==> src/rtl/scr_pkg.sv <==
package scr_pkg;

  localparam int          BYTE_W     = 8;
  localparam int          LFSR_W     = 16;
  localparam logic [15:0] LFSR_SEED  = 16'hFFFF;
  // feedback taps below the top bit: x^5, x^4, x^3 terms -> bits 4,3,2
  localparam logic [15:0] TAP_MASK   = 16'h001C;
  localparam logic [7:0]  COMMA_CODE = 8'hBC;
  localparam int          N_LANES    = 2;

  typedef logic [LFSR_W-1:0] lfsr_t;
  typedef logic [BYTE_W-1:0] byte_t;

  // one keystream step: shift left, feedback into bit 0
  function automatic lfsr_t lfsr_step(input lfsr_t s);
    logic fb;
    fb = s[LFSR_W-1] ^ (^(s & TAP_MASK));
    return {s[LFSR_W-2:0], fb};
  endfunction

  // keystream bits for one byte, LSB consumed first
  function automatic byte_t keystream_byte(input lfsr_t s);
    byte_t ks;
    lfsr_t t;
    t = s;
    for (int i = 0; i < BYTE_W; i++) begin
      ks[i] = t[LFSR_W-1];
      t     = lfsr_step(t);
    end
    return ks;
  endfunction

  // state after one byte worth of steps
  function automatic lfsr_t lfsr_advance(input lfsr_t s);
    lfsr_t t;
    t = s;
    for (int i = 0; i < BYTE_W; i++) t = lfsr_step(t);
    return t;
  endfunction

endpackage

==> src/rtl/scr_char_classify.sv <==
module scr_char_classify
  import scr_pkg::*;
#(
  parameter byte_t COMMA = COMMA_CODE
) (
  input  logic  in_vld,
  input  byte_t in_data,
  input  logic  in_ctl,
  output logic  is_comma,
  output logic  is_ctl_other,
  output logic  is_data
);

  always_comb begin
    is_comma     = in_vld &&  in_ctl && (in_data == COMMA);
    is_ctl_other = in_vld &&  in_ctl && (in_data != COMMA);
    is_data      = in_vld && !in_ctl;
  end

endmodule

==> src/rtl/scr_lfsr_core.sv <==
module scr_lfsr_core
  import scr_pkg::*;
#(
  parameter lfsr_t SEED = LFSR_SEED
) (
  input  logic  clk,
  input  logic  rst_n,
  input  logic  adv,
  input  logic  reseed,
  output lfsr_t state,
  output byte_t ks
);

  lfsr_t state_q;
  logic  live_q;

  always_ff @(posedge clk or negedge rst_n) begin
    if (!rst_n) begin
      state_q <= SEED;
      live_q  <= 1'b0;
    end else begin
      live_q <= 1'b1;
      if (reseed)   state_q <= SEED;
      else if (adv) state_q <= lfsr_advance(state_q);
    end
  end

  assign state = state_q;
  assign ks    = keystream_byte(state_q);

  AST_LFSR_HOLD: assert property (@(posedge clk) disable iff (!rst_n)
    (live_q && $past(!adv && !reseed)) |-> $stable(state_q));

  AST_LFSR_RESEED: assert property (@(posedge clk) disable iff (!rst_n)
    reseed |=> (state_q == SEED));

  AST_LFSR_NONZERO: assert property (@(posedge clk) disable iff (!rst_n)
    state_q != '0);

endmodule

==> src/rtl/scr_lane.sv <==
module scr_lane
  import scr_pkg::*;
(
  input  logic  clk,
  input  logic  rst_n,
  input  logic  in_vld,
  input  byte_t in_data,
  input  logic  in_ctl,
  output logic  out_vld,
  output byte_t out_data,
  output logic  out_ctl
);

  logic  is_comma, is_ctl_other, is_data;
  lfsr_t state;
  byte_t ks;
  logic  live_q;

  scr_char_classify #(.COMMA(COMMA_CODE)) u_class (
    .in_vld       (in_vld),
    .in_data      (in_data),
    .in_ctl       (in_ctl),
    .is_comma     (is_comma),
    .is_ctl_other (is_ctl_other),
    .is_data      (is_data)
  );

  scr_lfsr_core #(.SEED(LFSR_SEED)) u_lfsr (
    .clk    (clk),
    .rst_n  (rst_n),
    .adv    (is_data || is_ctl_other),
    .reseed (is_comma),
    .state  (state),
    .ks     (ks)
  );

  always_ff @(posedge clk or negedge rst_n) begin
    if (!rst_n) begin
      out_vld  <= 1'b0;
      out_data <= '0;
      out_ctl  <= 1'b0;
      live_q   <= 1'b0;
    end else begin
      live_q  <= 1'b1;
      out_vld <= in_vld;
      if (in_vld) begin
        out_ctl  <= in_ctl;
        out_data <= is_data ? (in_data ^ ks) : in_data;
      end else begin
        out_ctl  <= 1'b0;
        out_data <= '0;
      end
    end
  end

  AST_ONE_CYCLE: assert property (@(posedge clk) disable iff (!rst_n)
    live_q |-> (out_vld == $past(in_vld)));

  AST_CTL_THROUGH: assert property (@(posedge clk) disable iff (!rst_n)
    (in_vld && in_ctl) |=> (out_ctl && out_data == $past(in_data)));

  AST_DATA_WHITENED: assert property (@(posedge clk) disable iff (!rst_n)
    (in_vld && !in_ctl) |=> (!out_ctl && out_data == ($past(in_data) ^ $past(ks))));

  AST_IDLE_QUIET: assert property (@(posedge clk) disable iff (!rst_n)
    !in_vld |=> (!out_vld && !out_ctl && out_data == '0));

  AST_STATE_MOVES: assert property (@(posedge clk) disable iff (!rst_n)
    (in_vld && !is_comma) |=> (state == lfsr_advance($past(state))));

endmodule

==> src/rtl/comma_sync_scrambler.sv <==
module comma_sync_scrambler
  import scr_pkg::*;
(
  input  logic       clk,
  input  logic       rst_n,
  input  logic       tx_in_vld,
  input  logic [7:0] tx_in_data,
  input  logic       tx_in_ctl,
  output logic       tx_out_vld,
  output logic [7:0] tx_out_data,
  output logic       tx_out_ctl,
  input  logic       rx_in_vld,
  input  logic [7:0] rx_in_data,
  input  logic       rx_in_ctl,
  output logic       rx_out_vld,
  output logic [7:0] rx_out_data,
  output logic       rx_out_ctl
);

  // lane 0 = transmit scrambler, lane 1 = receive descrambler
  logic  [N_LANES-1:0] l_in_vld, l_in_ctl, l_out_vld, l_out_ctl;
  byte_t [N_LANES-1:0] l_in_data, l_out_data;

  assign l_in_vld  = {rx_in_vld,  tx_in_vld};
  assign l_in_ctl  = {rx_in_ctl,  tx_in_ctl};
  assign l_in_data = {rx_in_data, tx_in_data};

  for (genvar g = 0; g < N_LANES; g++) begin : g_lane
    scr_lane u_lane (
      .clk      (clk),
      .rst_n    (rst_n),
      .in_vld   (l_in_vld[g]),
      .in_data  (l_in_data[g]),
      .in_ctl   (l_in_ctl[g]),
      .out_vld  (l_out_vld[g]),
      .out_data (l_out_data[g]),
      .out_ctl  (l_out_ctl[g])
    );
  end

  assign tx_out_vld  = l_out_vld[0];
  assign tx_out_ctl  = l_out_ctl[0];
  assign tx_out_data = l_out_data[0];
  assign rx_out_vld  = l_out_vld[1];
  assign rx_out_ctl  = l_out_ctl[1];
  assign rx_out_data = l_out_data[1];

  AST_RX_QUIET_ALONE: assert property (@(posedge clk) disable iff (!rst_n)
    !rx_in_vld |=> !rx_out_vld);

endmodule

==> config.mk <==
export PLATFORM = sky130hd
export DESIGN_NAME = comma_sync_scrambler
export DESIGN_NICKNAME = d
export VERILOG_FILES = /design/src/rtl/scr_pkg.sv /design/src/rtl/scr_char_classify.sv /design/src/rtl/scr_lfsr_core.sv /design/src/rtl/scr_lane.sv /design/src/rtl/comma_sync_scrambler.sv
export SDC_FILE = /design/constraint.sdc
export NUM_CORES = 1
export LEC_CHECK = 0
export ABC_AREA = 1
export CAP_MARGIN = 20
export CORE_ASPECT_RATIO = 1.2
export CORE_MARGIN = 2
export CORE_UTILIZATION = 54
export DETAILED_ROUTE_END_ITERATION = 16
export PLACE_DENSITY = 0.91
export SLEW_MARGIN = 5
export SYNTH_ARGS = -nofsm -noshare
export SYNTH_HDL_FRONTEND = slang
export SYNTH_SLANG_ARGS = --single-unit
==> constraint.sdc <==
create_clock -name clk -period 2 [get_ports clk]
set_input_delay 0.4 -clock clk [delete_from_list [all_inputs] [get_ports clk]]
set_output_delay 0.4 -clock clk [all_outputs]
set_load 0.02 [all_outputs]
==> results.md <==
* Result of the run: complete, no violations
* Sequential share of the synthesized area at 47.1%
* Worst r2r path cells at 14
* Total Neg Setup Slack at 0 ps
* Worst-Skew Late Latency at 300 ps
* Post-CTS Setup Inserts at 0
* Kind of end point of the critical path: flop
* Pin count of the biggest net entering global routing at 53
* Final hold violation count at 0
* End-of-flow core utilization at 68.7%
* Maximum level of the CTS H-tree at 2
* Count of TritonRoute iterations in the first routing pass at 5
* Post-route minimum period at 1800 ps
* Bufs on Longest Clock Path at 2
* Post-Syn Area at 0.00285 mm2
* Antenna cell count at 0
* Synthesized instance count at 355
* Part of the total power dissipated in combinational logic at 57.6%
* Cell with the biggest individual delay on the critical path: sky130_fd_sc_hd__dfstp_2
* Cells traversed along the worst timing path: inv_1, nand2_1, nand2_1, o21ai_0, nand2_1, inv_1, nand3_1, nand2_1, nand3_1, nand2_1, nand2_1, nand3_1, nand2_1, inv_1
* Initial antenna violation count at 0
* Average cell area after synthesis at 8.01 um2
* Yosys reg bits at 52
* Count of synthesis-stage warnings from yosys at 0
* Die Outline Area at 0.00587 mm2
* Switching component of the power at 0.00286 W
* Maximum fanout count along the critical path at 4
* Reg2reg start: g_lane[1].u_lane.u_lfsr.state[0]
* Power per unit of standard cell area at 1750 mW/mm2
* Worst Clk Skew at 7.93 ps
* Unrepaired setup endpoints after global routing: no
* Last weighted congestion value of the routability-driven placer at 0.892
* Fraction of the cycle the final worst path needs at 90.0%
* Quantity of hold-fixing buffers added after cts at 0
* Remaining routing DRC violations at 0
* Slowest stage delay, CP at 580 ps
* Cts bufs inserted at 5
* Worst slew margin relative to its limit at 59.2%
* Overall routed net length at 6.41 mm
* Kind of critical path: flop to flop
* Cell repeated most along the worst path: sky130_fd_sc_hd__nand2_1
* Overall global routing resource usage at 22.9%
* Clock Tree Root: sky130_fd_sc_hd__clkbuf_8
* Residual antenna-violating net count after detailed routing at 0
* Synth cell types at 29
* Net count of the finished layout at 424
* Top achievable clock speed at 555 MHz
* Switching power share of the total at 47.5%
* # resized after CTS at 0
* Cell-internal power at 0.00316 W
* Initial Utilization at 56.8%
* Launching element type of the critical path: flop
* Clock input transition at the sequential cells of the worst setup and hold paths at 90 ps
* Part of the power in the clock network at 9.9%
* Clock tree from TritonCTS: built
* # rows at 28
* Net Count, Synth at 377
* Number of clock sinks at 52
* Area delta synth->final at 20.9%
* Worst ir drop on vdd at 1.04 mV
* Final Setup Violations at 0
* Global route overflow at 0
* Flop-to-flop setup slack at 200 ps
* Endpoint of the most critical register-to-register path: g_lane[1].u_lane.u_lfsr.state[0]
* Relative contribution of sequential cells to total power at 32.5%
* Horizontal die dimension at 70.3 um
* Actual slew at the worst max-slew pin at 613 ps
* Launch point of the critical path: g_lane[1].u_lane.u_lfsr.state[0]
* Number of global-route vias before repair at 2488
* Number of max-capacitance violations reported at 0
* Count of buffers from port buffering at 41
* Average detailed-routed wire length per instance at 13.8 um
* Max-slew violations at 0
* Share of final-layout standard cells stronger than drive strength 1 at 19.6%
* Placed cells at 455
* Area of the core at 0.00501 mm2
* First-pass GRT wire length at 11.1 mm
* Vertical die dimension at 83.5 um
* Starting DRC count in detailed routing at 186
* Boundary pin count at 42
* Leakage power total at 1.79 nW
* Routed vias at 2549
* Mean number of vias per cell at 5.51
* Arrival time of the worst setup path at 2060 ps
* Critical path data required time at 2260 ps
* Half-perimeter wire length after detailed placement at 4.90 mm
* Post-layout instance count excluding filler cells at 463
* Type of the worst min-delay path: primary input to async pin
state kept, by name, summed over array words and instances, names as in the netlist:
register / cells
g_lane.u_lane.out_data: 16
g_lane.u_lane.out_vld: 2
g_lane.u_lane.u_lfsr.state: 32
g_lane.u_lane.out_ctl: 2
power groups by stage:
stage	Combinational (W)	Clock (W)	Sequential, W
global placement	0.00325	0	0.00193
global route	0.00396	0.000652	0.00200
detailed placement	0.00344	0	0.00196
floorplan	0.00270	0	0.00191
CTS	0.00346	0.000612	0.00195
finish	0.00346	0.000594	0.00196
synth_stat cells (all sizes together):
library cell    n  share of area [%]
a21oi          21                3.7
a22oi          21                5.5
a31oi           1               0.22
and3           10                2.2
buf             1               0.18
clkbuf          8                1.1
clkinv          1               0.13
dfrtp          20                 18
dfstp          32                 30
inv            61                8.0
nand2         100                 16
nand3          19                3.3
nand3b          1               0.26
nand4           2               0.44
nor2           13                2.2
nor3           22                3.9
nor4            2               0.44
o21ai           5               0.88
o22ai           2               0.44
or2             1               0.22
xnor2           4                1.2
xor2            8                2.5
worst max path at each step:
stage                                       end  slack, ps
4_1_cts        g_lane[1].u_lane.u_lfsr.state[0]        220
6_report       g_lane[1].u_lane.u_lfsr.state[0]        200
5_1_grt        g_lane[1].u_lane.u_lfsr.state[0]         40
2_1_floorplan  g_lane[0].u_lane.u_lfsr.state[0]        460
3_5_place_dp   g_lane[0].u_lane.u_lfsr.state[2]         70
3_3_place_gp   g_lane[0].u_lane.u_lfsr.state[0]        140
per-layer routing:
layer	GRT usage (%)	up-vias	routed length, um
met4	6.12	0	75
met2	38.9	90	3250
li1	-	1238	-
met3	4.11	10	333
met1	29.9	1211	2750
met5	0	-	0
layout by cell type, fill, tap and decap left out, drive strengths merged, types with 8 or more instances in the layout:
master,count
nand2,100
inv,62
clkdlybuf4s50,40
dfstp,32
nor3,22
a21oi,21
a22oi,21
dfrtp,20
nand3,19
nor2,13
and3,10
buf,9
xor2,8
critical path: cells and delay by family (launching register included):
kind | cells | cell delay, ps
AOI/OAI and AO/OA | 1 | 70
and+or+nand+nor | 10 | 810
buffers and inverters | 3 | 290
DFF | 1 | 580
layout make-up:
cell class	count	area (um2)
Fill cell	389	1570
Timing Repair Buffer	49	465
Inverter	62	233
Tap cell	60	75.1
Multi-Input combinational cell	232	1230
Sequential cell	52	1340
Clock buffer	5	68.8
Clock inverter	3	22.5
per-stage QoR:
| step | setup WS (ps) | power [W] | cell area, um2 | hold slack, ps |
|---|---|---|---|---|
| floorplan | 458 | 0.00461 | 2850 | 104 |
| global placement | 135 | 0.00519 | 3350 | 467 |
| detailed placement | 66.3 | 0.00540 | 3350 | 476 |
| CTS | 222 | 0.00602 | 3440 | 212 |
| global route | 35.4 | 0.00661 | 3440 | 246 |
| finish | 199 | 0.00602 | 3440 | 196 |
cells by family (layout without fill, tap and decap cells):
| group | after synthesis | count (layout) | share of synthesized area (%) |
|---|---|---|---|
| xor+xnor | 12 | 12 | 3.69 |
| compound gates | 50 | 50 | 10.8 |
| simple gates | 170 | 170 | 28.9 |
| flops | 52 | 52 | 47.1 |
| buf+inv | 71 | 119 | 9.45 |
(Power assumes the default switching activity.)
